`config.mk`:
```
export PLATFORM = sky130hd
export DESIGN_NAME = qphase_seq
export DESIGN_NICKNAME = d
export VERILOG_FILES = /design/src/rtl/qps_pkg.sv /design/src/rtl/qps_phase_fsm.sv /design/src/rtl/qps_fetch_buf.sv /design/src/rtl/qps_exec_reg.sv /design/src/rtl/qps_strobes.sv /design/src/rtl/qphase_seq.sv
export SDC_FILE = /design/constraint.sdc
export NUM_CORES = 1
export LEC_CHECK = 0
export BUFFER_PORTS_ARGS = -buffer_cell sky130_fd_sc_hd__buf_2
export CAP_MARGIN = 20
export CELL_PAD_IN_SITES_DETAIL_PLACEMENT = 0
export CELL_PAD_IN_SITES_GLOBAL_PLACEMENT = 1
export CORE_MARGIN = 1.5
export CORE_UTILIZATION = 38
export DETAILED_ROUTE_END_ITERATION = 12
export HOLD_SLACK_MARGIN = 0.08
export PLACE_DENSITY = 0.8
export SLEW_MARGIN = 40
export SYNTH_ARGS = -nofsm -noshare
export SYNTH_HDL_FRONTEND = slang
export SYNTH_HIERARCHICAL = 1
export SYNTH_SLANG_ARGS = --single-unit
```
`constraint.sdc`:
```
create_clock -name clk -period 1.45 [get_ports clk]
set_input_delay 0.29 -clock clk [delete_from_list [all_inputs] [get_ports clk]]
set_output_delay 0.29 -clock clk [all_outputs]
set_load 0.1 [all_outputs]
```
`src/rtl/qps_pkg.sv`:
```
`timescale 1ns/1ps
package qps_pkg;
    typedef enum logic [1:0] {
        PH_Q1 = 2'd0,
        PH_Q2 = 2'd1,
        PH_Q3 = 2'd2,
        PH_Q4 = 2'd3
    } phase_e;

    localparam int NUM_PHASES = 4;
endpackage

```
`src/rtl/qps_phase_fsm.sv`:
```
`timescale 1ns/1ps
module qps_phase_fsm
    import qps_pkg::*;
(
    input  logic                  clk,
    input  logic                  rst_n,
    output logic [NUM_PHASES-1:0] phase_oh,
    output logic                  end_fetch,
    output logic                  end_cycle
);
    phase_e state_q;
    phase_e state_d;

    always_comb begin
        unique case (state_q)
            PH_Q1: state_d = PH_Q2;
            PH_Q2: state_d = PH_Q3;
            PH_Q3: state_d = PH_Q4;
            PH_Q4: state_d = PH_Q1;
        endcase
    end

    always_ff @(posedge clk) begin
        if (!rst_n) state_q <= PH_Q1;
        else        state_q <= state_d;
    end

    always_comb begin
        phase_oh  = '0;
        end_fetch = 1'b0;
        end_cycle = 1'b0;
        unique case (state_q)
            PH_Q1: phase_oh[0] = 1'b1;
            PH_Q2: phase_oh[1] = 1'b1;
            PH_Q3: begin
                phase_oh[2] = 1'b1;
                end_fetch   = 1'b1;
            end
            PH_Q4: begin
                phase_oh[3] = 1'b1;
                end_cycle   = 1'b1;
            end
        endcase
    end

    p_onehot_r2: assert property (@(posedge clk) disable iff (!rst_n)
        $countones(phase_oh) == 1);
    p_q1_to_q2_r2: assert property (@(posedge clk) disable iff (!rst_n)
        phase_oh[0] |=> phase_oh[1]);
    p_q2_to_q3_r2: assert property (@(posedge clk) disable iff (!rst_n)
        phase_oh[1] |=> phase_oh[2]);
    p_q3_to_q4_r2: assert property (@(posedge clk) disable iff (!rst_n)
        phase_oh[2] |=> phase_oh[3]);
    p_q4_wrap_r2: assert property (@(posedge clk) disable iff (!rst_n)
        phase_oh[3] |=> phase_oh[0]);
endmodule

```
`src/rtl/qps_fetch_buf.sv`:
```
`timescale 1ns/1ps
module qps_fetch_buf #(
    parameter int          IW       = 16,
    parameter logic [IW-1:0] NOP_CODE = '0
) (
    input  logic          clk,
    input  logic          rst_n,
    input  logic          end_fetch,
    input  logic [IW-1:0] mem_word,
    output logic [IW-1:0] fetched
);
    always_ff @(posedge clk) begin
        if (!rst_n)         fetched <= NOP_CODE;
        else if (end_fetch) fetched <= mem_word;
    end

    p_fetch_hold_r4: assert property (@(posedge clk) disable iff (!rst_n)
        !end_fetch |=> $stable(fetched));
endmodule

```
`src/rtl/qps_exec_reg.sv`:
```
`timescale 1ns/1ps
module qps_exec_reg #(
    parameter int            IW       = 16,
    parameter logic [IW-1:0] NOP_CODE = '0
) (
    input  logic          clk,
    input  logic          rst_n,
    input  logic          end_cycle,
    input  logic          flow_change,
    input  logic [IW-1:0] fetched,
    output logic [IW-1:0] ir,
    output logic          valid
);
    logic squash;

    // a squashed (no-op) slot cannot itself request a flush
    assign squash = flow_change & valid;

    always_ff @(posedge clk) begin
        if (!rst_n) begin
            ir    <= NOP_CODE;
            valid <= 1'b0;
        end else if (end_cycle) begin
            ir    <= squash ? NOP_CODE : fetched;
            valid <= ~squash;
        end
    end

    p_ir_hold_r4: assert property (@(posedge clk) disable iff (!rst_n)
        !end_cycle |=> ($stable(ir) && $stable(valid)));
    p_flush_r7: assert property (@(posedge clk) disable iff (!rst_n)
        (end_cycle && flow_change && valid) |=> (!valid && ir == NOP_CODE));
    p_straight_r6: assert property (@(posedge clk) disable iff (!rst_n)
        (end_cycle && !flow_change) |=> valid);
    p_flush_once_r8: assert property (@(posedge clk) disable iff (!rst_n)
        (end_cycle && !valid) |=> valid);
endmodule

```
`src/rtl/qps_strobes.sv`:
```
`timescale 1ns/1ps
module qps_strobes
    import qps_pkg::*;
(
    input  logic                  clk,
    input  logic                  rst_n,
    input  logic [NUM_PHASES-1:0] phase_oh,
    input  logic                  valid,
    output logic                  pc_adv,
    output logic                  ir_load,
    output logic                  op_rd,
    output logic                  dst_wr
);
    always_comb begin
        pc_adv  = phase_oh[0];
        ir_load = phase_oh[0];
        op_rd   = phase_oh[1] & valid;
        dst_wr  = phase_oh[3] & valid;
    end

    p_rd_slot_r5: assert property (@(posedge clk) disable iff (!rst_n)
        op_rd |=> (!op_rd && !dst_wr));
    p_wr_then_adv_r3: assert property (@(posedge clk) disable iff (!rst_n)
        dst_wr |=> pc_adv);
    p_adv_single_r3: assert property (@(posedge clk) disable iff (!rst_n)
        pc_adv |=> !pc_adv);
endmodule

```
`src/rtl/qphase_seq.sv`:
```
`timescale 1ns/1ps
module qphase_seq
    import qps_pkg::*;
#(
    parameter int            IW       = 16,
    parameter logic [IW-1:0] NOP_CODE = '0
) (
    input  logic          clk,
    input  logic          rst_n,
    input  logic [IW-1:0] instr_word,
    input  logic          flow_change,
    output logic          q1,
    output logic          q2,
    output logic          q3,
    output logic          q4,
    output logic          pc_adv,
    output logic          ir_load,
    output logic          op_rd,
    output logic          dst_wr,
    output logic [IW-1:0] ir_word,
    output logic          exec_valid
);
    logic [NUM_PHASES-1:0] phase_oh;
    logic                  end_fetch;
    logic                  end_cycle;
    logic [IW-1:0]         fetched;

    qps_phase_fsm u_phase (
        .clk       (clk),
        .rst_n     (rst_n),
        .phase_oh  (phase_oh),
        .end_fetch (end_fetch),
        .end_cycle (end_cycle)
    );

    qps_fetch_buf #(.IW(IW), .NOP_CODE(NOP_CODE)) u_fetch (
        .clk       (clk),
        .rst_n     (rst_n),
        .end_fetch (end_fetch),
        .mem_word  (instr_word),
        .fetched   (fetched)
    );

    qps_exec_reg #(.IW(IW), .NOP_CODE(NOP_CODE)) u_exec (
        .clk         (clk),
        .rst_n       (rst_n),
        .end_cycle   (end_cycle),
        .flow_change (flow_change),
        .fetched     (fetched),
        .ir          (ir_word),
        .valid       (exec_valid)
    );

    qps_strobes u_strb (
        .clk      (clk),
        .rst_n    (rst_n),
        .phase_oh (phase_oh),
        .valid    (exec_valid),
        .pc_adv   (pc_adv),
        .ir_load  (ir_load),
        .op_rd    (op_rd),
        .dst_wr   (dst_wr)
    );

    assign q1 = phase_oh[0];
    assign q2 = phase_oh[1];
    assign q3 = phase_oh[2];
    assign q4 = phase_oh[3];

    p_reset_idle_r1: assert property (@(posedge clk)
        !rst_n |=> (q1 && !exec_valid && ir_word == NOP_CODE));
    p_rd_needs_valid_r5: assert property (@(posedge clk) disable iff (!rst_n)
        op_rd |-> (q2 && exec_valid));
    p_wr_needs_valid_r5: assert property (@(posedge clk) disable iff (!rst_n)
        dst_wr |-> (q4 && exec_valid));
endmodule

```
==> impl_metrics.env, run 1 <==
export IMPL_status="finished, violations left"
export IMPL_violations="negative setup slack"
export IMPL_grt_max_degree=36
export IMPL_crit_fanout=3
export IMPL_syn2layout_area_growth_pct=34.2
export IMPL_setup_violations=1
export IMPL_cp_data_arrival_time_ns=1.17
export IMPL_portBuffers=43
export IMPL_drtIter0Drc=28
export IMPL_ys_seq_elements=35
export IMPL_cts_htree_levels=2
export IMPL_internal_power_w=0.00197
export IMPL_clock_path_buffers=2
export IMPL_reg2reg_depth=5
export IMPL_tightest_slew_ns=0.494
export IMPL_hold_viol_final=0
export IMPL_p_leak_nw=0.777
export IMPL_hold_end="u_exec/valid$_SDFFE_PN0P_"
export IMPL_ys_warn_count=6
export IMPL_irDropWorstVdd_uv=1610
export IMPL_min_from="flow_change"
export IMPL_cap_violations=0
export IMPL_synth_area_leaders="dfxtp_1 48%, mux2i_1 11%, a21boi_1 8.2%"
export IMPL_ys_types=19
export IMPL_synth_most_common_cell="dfxtp_1"
export IMPL_nets=208
export IMPL_seqCellArea_um2=709
export IMPL_fin_skew_ns=0.00175
export IMPL_end_kind="output port"
export IMPL_ant_nets=0
export IMPL_multi_input_area_um2=709
export IMPL_root_buffer="clkbuf_8"
export IMPL_io_pins=44
export IMPL_holdPathStages=2
export IMPL_r2r_end="u_fetch/fetched[11]$_SDFFE_PN0P_"
export IMPL_netSwitchingPower_w=0.00124
export IMPL_fin_ws_ns=-0.00782
export IMPL_swShare_pct=38.6
export IMPL_p_per_area_mw_per_mm2=1640
export IMPL_gr_total_overflow=0
export IMPL_wirelength_um=2850
export IMPL_path_clk_slew_ns=0.06
export IMPL_worstSetupStartpoint="u_phase/state_q[1]$_SDFF_PN0_"
export IMPL_fmaxAchievable_mhz=686
export IMPL_grt_usage_pct=14.1
export IMPL_routedWlPerCell_um=12.2
export IMPL_r2r_start="u_phase/state_q[1]$_SDFF_PN0_"
export IMPL_cts_tree="built"
export IMPL_dieArea_mm2=0.00423
export IMPL_utilization_pct=53.3
export IMPL_syn_avg_cell_area_um2=10.5
export IMPL_netlist_area_mm2=0.00146
export IMPL_start_kind="flip-flop"
export IMPL_grt_pass1_vias=1011
export IMPL_async_flop_share_pct=0
export IMPL_ctsHoldBuffers=0
export IMPL_clock_latency_ns=0.27
export IMPL_viasPerCell=4.53
export IMPL_drive_above_1_share_pct=37.3
export IMPL_start_util_pct=39.7
export IMPL_cts_sinks=35
export IMPL_synth_fp_nets=163
export IMPL_core_area_mm2=0.00369
export IMPL_stdcell_count=233
export IMPL_die_y_um=65.1
export IMPL_grt_pass1_wl_um=4640
export IMPL_fill_cells=341
export IMPL_rows=22
export IMPL_fin_crit_sh_pct=101
export IMPL_crit_required_ns=1.16
export IMPL_ys_flop_type="dfxtp_1"
export IMPL_pwr_share_clk_pct=21.1
export IMPL_drt_pass1_iterations=4
export IMPL_remaining_drc_errors=0
export IMPL_antenna_found_initial=0
export IMPL_slew_headroom_pct=67.3
export IMPL_place_congestion=0.698
export IMPL_finalMaxSlewViolations=0
export IMPL_via_count=1056
export IMPL_rsz0062_at_grt="true"
export IMPL_hp_class="primary input to flip-flop"
export IMPL_p_comb_share_pct=43.3
export IMPL_finalCriticalPeriod_ns=1.46
export IMPL_r2r_slack_ns=0.18
export IMPL_placedCellCount=223
export IMPL_netlist_area_leader_share_pct=47.9
export IMPL_post_synth_top_area_cell="dfxtp_1"
export IMPL_diodes=0
export IMPL_syn_inst=140
export IMPL_seq_area_frac_synth_pct=47.9
export IMPL_worstSetupPathType="flip-flop to output port"
export IMPL_dieWidth_um=65.1
export IMPL_cts_buffers=5
export IMPL_p_seq_share_pct=35.6
export IMPL_hpwl_um=2000
export IMPL_synth_edf_count=0
[worst max path at each step]
stage	to	slack (ns)	cells after the start
after CTS	op_rd	-0.01	4
after detailed placement	dst_wr	0.16	3
after floorplan	op_rd	-0.16	3
after global placement	dst_wr	0.19	3
after global routing	op_rd	-0.04	4
final	op_rd	-0.008	4
[repair_timing]
item	CTS	global route
buffers inserted	1	2
pin swaps	2	0
endpoints found under the setup margin	5	7
resized for setup	10	3
[per-layer routing]
metal	vias to the layer above	GRT usage, %	wire length, um
met5	-	0	0
met4	0	2.34	12
met3	2	6.08	130
met2	21	22.4	1400
met1	484	18.2	1310
li1	549	-	-
[area by class of cell]
| class | instances | share of cell area [%] |
|---|---|---|
| clock buffers | 6 | 4.20 |
| clock inverters | 1 | 0.255 |
| inverters | 2 | 0.510 |
| multi-input cells | 91 | 36.1 |
| flip-flops and latches | 35 | 36.1 |
| well taps | 48 | 3.06 |
| repair buffers | 50 | 19.7 |
[metrics by stage]
step                instance area (um^2)  setup TNS, ns  hold WS [ns]  power, W  setup WS (ns)
global route                        1960        -0.0990         0.247   0.00337        -0.0393
global placement                    1800              0         0.457   0.00241          0.192
CTS                                 1940        -0.0275         0.229   0.00320        -0.0111
floorplan                           1480         -0.491         0.394   0.00214         -0.161
detailed placement                  1800              0         0.457   0.00244          0.161
finish                              1960       -0.00782         0.236   0.00321       -0.00782
[power by group through the flow]
stage	registers, W	logic (W)	clock network, W
2_1_floorplan	0.00121	0.000934	0
3_3_place_gp	0.00113	0.00128	0
3_5_place_dp	0.00113	0.00130	0
4_1_cts	0.00114	0.00136	0.000708
5_1_grt	0.00116	0.00146	0.000757
6_report	0.00114	0.00139	0.000678
[kinds of logic after synthesis]
logic type	synth area share (%)
simple gates	20.9
flops	47.9
compound gates	9.49
mux	10.9
buf+inv	7.43
fa+ha+maj	3.42
[registers in the layout (all words and copies together) (netlist names)]
name,cells
u_exec/ir,16
u_fetch/fetched,16
u_phase/state_q,2
u_exec/valid,1
[worst max-delay path: stages, from the launching register on]
cell     delay, ns
dfxtp_4       0.38
inv_4         0.05
ha_4          0.15
and2_4        0.15
buf_12        0.16
[layout by cell type (no fill, tap or decap), drive strengths merged]
master | netlist | final
buf | 10 | 50
o21ai | 1 | 1
clkbuf | 2 | 6
a21boi | 16 | 16
clkinv | 0 | 1
and2 | 3 | 3
o21a | 1 | 1
nand2b | 16 | 16
dfxtp | 35 | 35
mux2i | 16 | 16
nand2 | 1 | 1
ha | 4 | 4
nor2b | 16 | 16
a31oi | 1 | 1
nand3 | 16 | 16
inv | 2 | 2
Power figures use the tool's default switching activity.
==> run 2, diff against run 1 <==
--- a/config.mk
+++ b/config.mk
@@ -14,6 +14,7 @@
 export DETAILED_ROUTE_END_ITERATION = 12
 export HOLD_SLACK_MARGIN = 0.08
 export PLACE_DENSITY = 0.8
+export SKIP_LAST_GASP = 1
 export SLEW_MARGIN = 40
 export SYNTH_ARGS = -nofsm -noshare
 export SYNTH_HDL_FRONTEND = slang
==> impl_metrics.env, run 2 (synthesis results as in run 1) <==
export IMPL_clock_path_buffers=2
export IMPL_p_total_w=0.00322
export IMPL_syn2layout_area_growth_pct=34.2
export IMPL_fin_crit_sh_pct=100
export IMPL_grt_pass1_vias=1011
export IMPL_grt_pass1_wl_um=4640
export IMPL_start_util_pct=39.7
export IMPL_wirelength_um=2860
export IMPL_worstSetupStartpoint="u_phase/state_q[1]$_SDFF_PN0_"
export IMPL_dieArea_mm2=0.00423
export IMPL_viasPerCell=4.53
export IMPL_critPathSlowestCell="dfxtp_4"
export IMPL_antenna_found_initial=0
export IMPL_cap_violations=0
export IMPL_tightest_slew_ns=0.494
export IMPL_final_cell_mix="35 x buf_2, 32 x dfxtp_1"
export IMPL_path_delay_family="flip-flops"
export IMPL_nets=208
export IMPL_ant_nets=0
export IMPL_remaining_drc_errors=0
export IMPL_routedWlPerCell_um=12.3
export IMPL_drtIter0Drc=28
export IMPL_cp_slowest_stage_delay_ns=0.38
export IMPL_hp_class="primary input to flip-flop"
export IMPL_place_congestion=0.698
export IMPL_path_buf_inv=2
export IMPL_fmaxAchievable_mhz=686
export IMPL_worstSetupPathType="flip-flop to output port"
export IMPL_drt_pass1_iterations=4
export IMPL_finalMaxSlewViolations=0
export IMPL_top_regs="u_exec/ir (16), u_fetch/fetched (16), u_phase/state_q (2)"
export IMPL_cts_htree_levels=2
export IMPL_min_from="flow_change"
export IMPL_placedCellCount=223
export IMPL_end_kind="output port"
export IMPL_cp_data_arrival_time_ns=1.17
export IMPL_hold_viol_final=0
export IMPL_fin_skew_ns=0.00202
export IMPL_root_buffer="clkbuf_8"
export IMPL_p_leak_nw=0.777
export IMPL_dieWidth_um=65.1
export IMPL_crit_required_ns=1.16
export IMPL_path_clk_slew_ns=0.06
export IMPL_fin_ws_ns=-0.00694
export IMPL_grt_max_degree=36
export IMPL_irDropWorstVdd_uv=1610
export IMPL_io_pins=44
export IMPL_rsz0062_at_grt="true"
export IMPL_ctsHoldBuffers=0
export IMPL_clock_latency_ns=0.27
export IMPL_drive_above_1_share_pct=37.3
export IMPL_slew_headroom_pct=67.3
export IMPL_cts_buffers=5
export IMPL_grt_usage_pct=14.1
export IMPL_start_kind="flip-flop"
export IMPL_rows=22
export IMPL_via_count=1055
export IMPL_r2r_start="u_phase/state_q[1]$_SDFF_PN0_"
export IMPL_gr_total_overflow=0
export IMPL_diodes=0
export IMPL_hpwl_um=2000
export IMPL_crit_fanout=3
export IMPL_core_area_mm2=0.00369
export IMPL_finalCriticalPeriod_ns=1.46
export IMPL_worstPathCellList="inv_4 -> ha_4 -> and2_4 -> buf_12"
export IMPL_mostFrequentLayoutCell="buf_2"
export IMPL_p_per_area_mw_per_mm2=1640
export IMPL_setup_violations=1
export IMPL_die_y_um=65.1
export IMPL_violations="negative setup slack"
export IMPL_cts_tree="built"
export IMPL_cts_sinks=35
export IMPL_status="finished, violations left"
export IMPL_portBuffers=43
export IMPL_stdcell_count=233
run 2: cell counts in the layout (fill, tap and decap cells not counted):
Identical to the previous run, type by type.
run 2: area by class of cell:
type | count | area [um^2]
Fill cell | 341 | 1720
Sequential cell | 35 | 709
Multi-Input combinational cell | 91 | 709
Timing Repair Buffer | 50 | 388
Clock buffer | 6 | 82.6
Tap cell | 48 | 60.1
Inverter | 2 | 10.0
Clock inverter | 1 | 5.00
run 2: path summary, 6_finish.rpt:
check	to	slack [ns]	cells past startpoint
max	op_rd	-0.007	4
min	u_exec/valid$_SDFFE_PN0P_	0.24	2
max reg2reg	u_fetch/fetched[11]$_SDFFE_PN0P_	0.19	5
min reg2reg	u_exec/ir[0]$_SDFFE_PN0P_	0.46	2
run 2: worst reg2reg max path: stages, from the launching register on:
cell and delay, ns:
dfxtp_4 0.38, buf_4 0.13, ha_4 0.15, buf_4 0.22, mux2i_1 0.22, nor2b_1 0.06
run 2: stage by stage:
step | utilization (%) | TNS, ns | hold slack [ns] | area (um^2) | setup slack (ns)
after CTS | 52.5 | -0.0293 | 0.229 | 1940 | -0.0122
after global routing | 53.3 | -0.120 | 0.247 | 1960 | -0.0393
after detailed placement | 48.8 | 0 | 0.457 | 1800 | 0.161
final | 53.3 | -0.00694 | 0.236 | 1960 | -0.00694
after floorplan | - | -0.491 | 0.394 | 1480 | -0.161
after global placement | 48.8 | 0 | 0.457 | 1800 | 0.192
run 2: what timing repair did:
item	in CTS	in global routing
endpoints found under the hold margin	0	0
gates resized for setup	10	3
pin swaps	1	0
endpoints found under the setup margin	5	7
buffers inserted	1	2
run 2: routing by layer:
| layer | vias up | global-route usage (%) | wire, um |
|---|---|---|---|
| met3 | 2 | 6.08 | 130 |
| met5 | - | 0 | 0 |
| met2 | 21 | 22.4 | 1400 |
| met4 | 0 | 2.34 | 12 |
| met1 | 483 | 18.2 | 1320 |
| li1 | 549 | - | - |
run 2: where the power goes:
part           internal [W]  total [W]  switching, W
combinational      0.000535    0.00139      0.000858
sequential          0.00107    0.00114     0.0000771
clock              0.000372   0.000679      0.000307
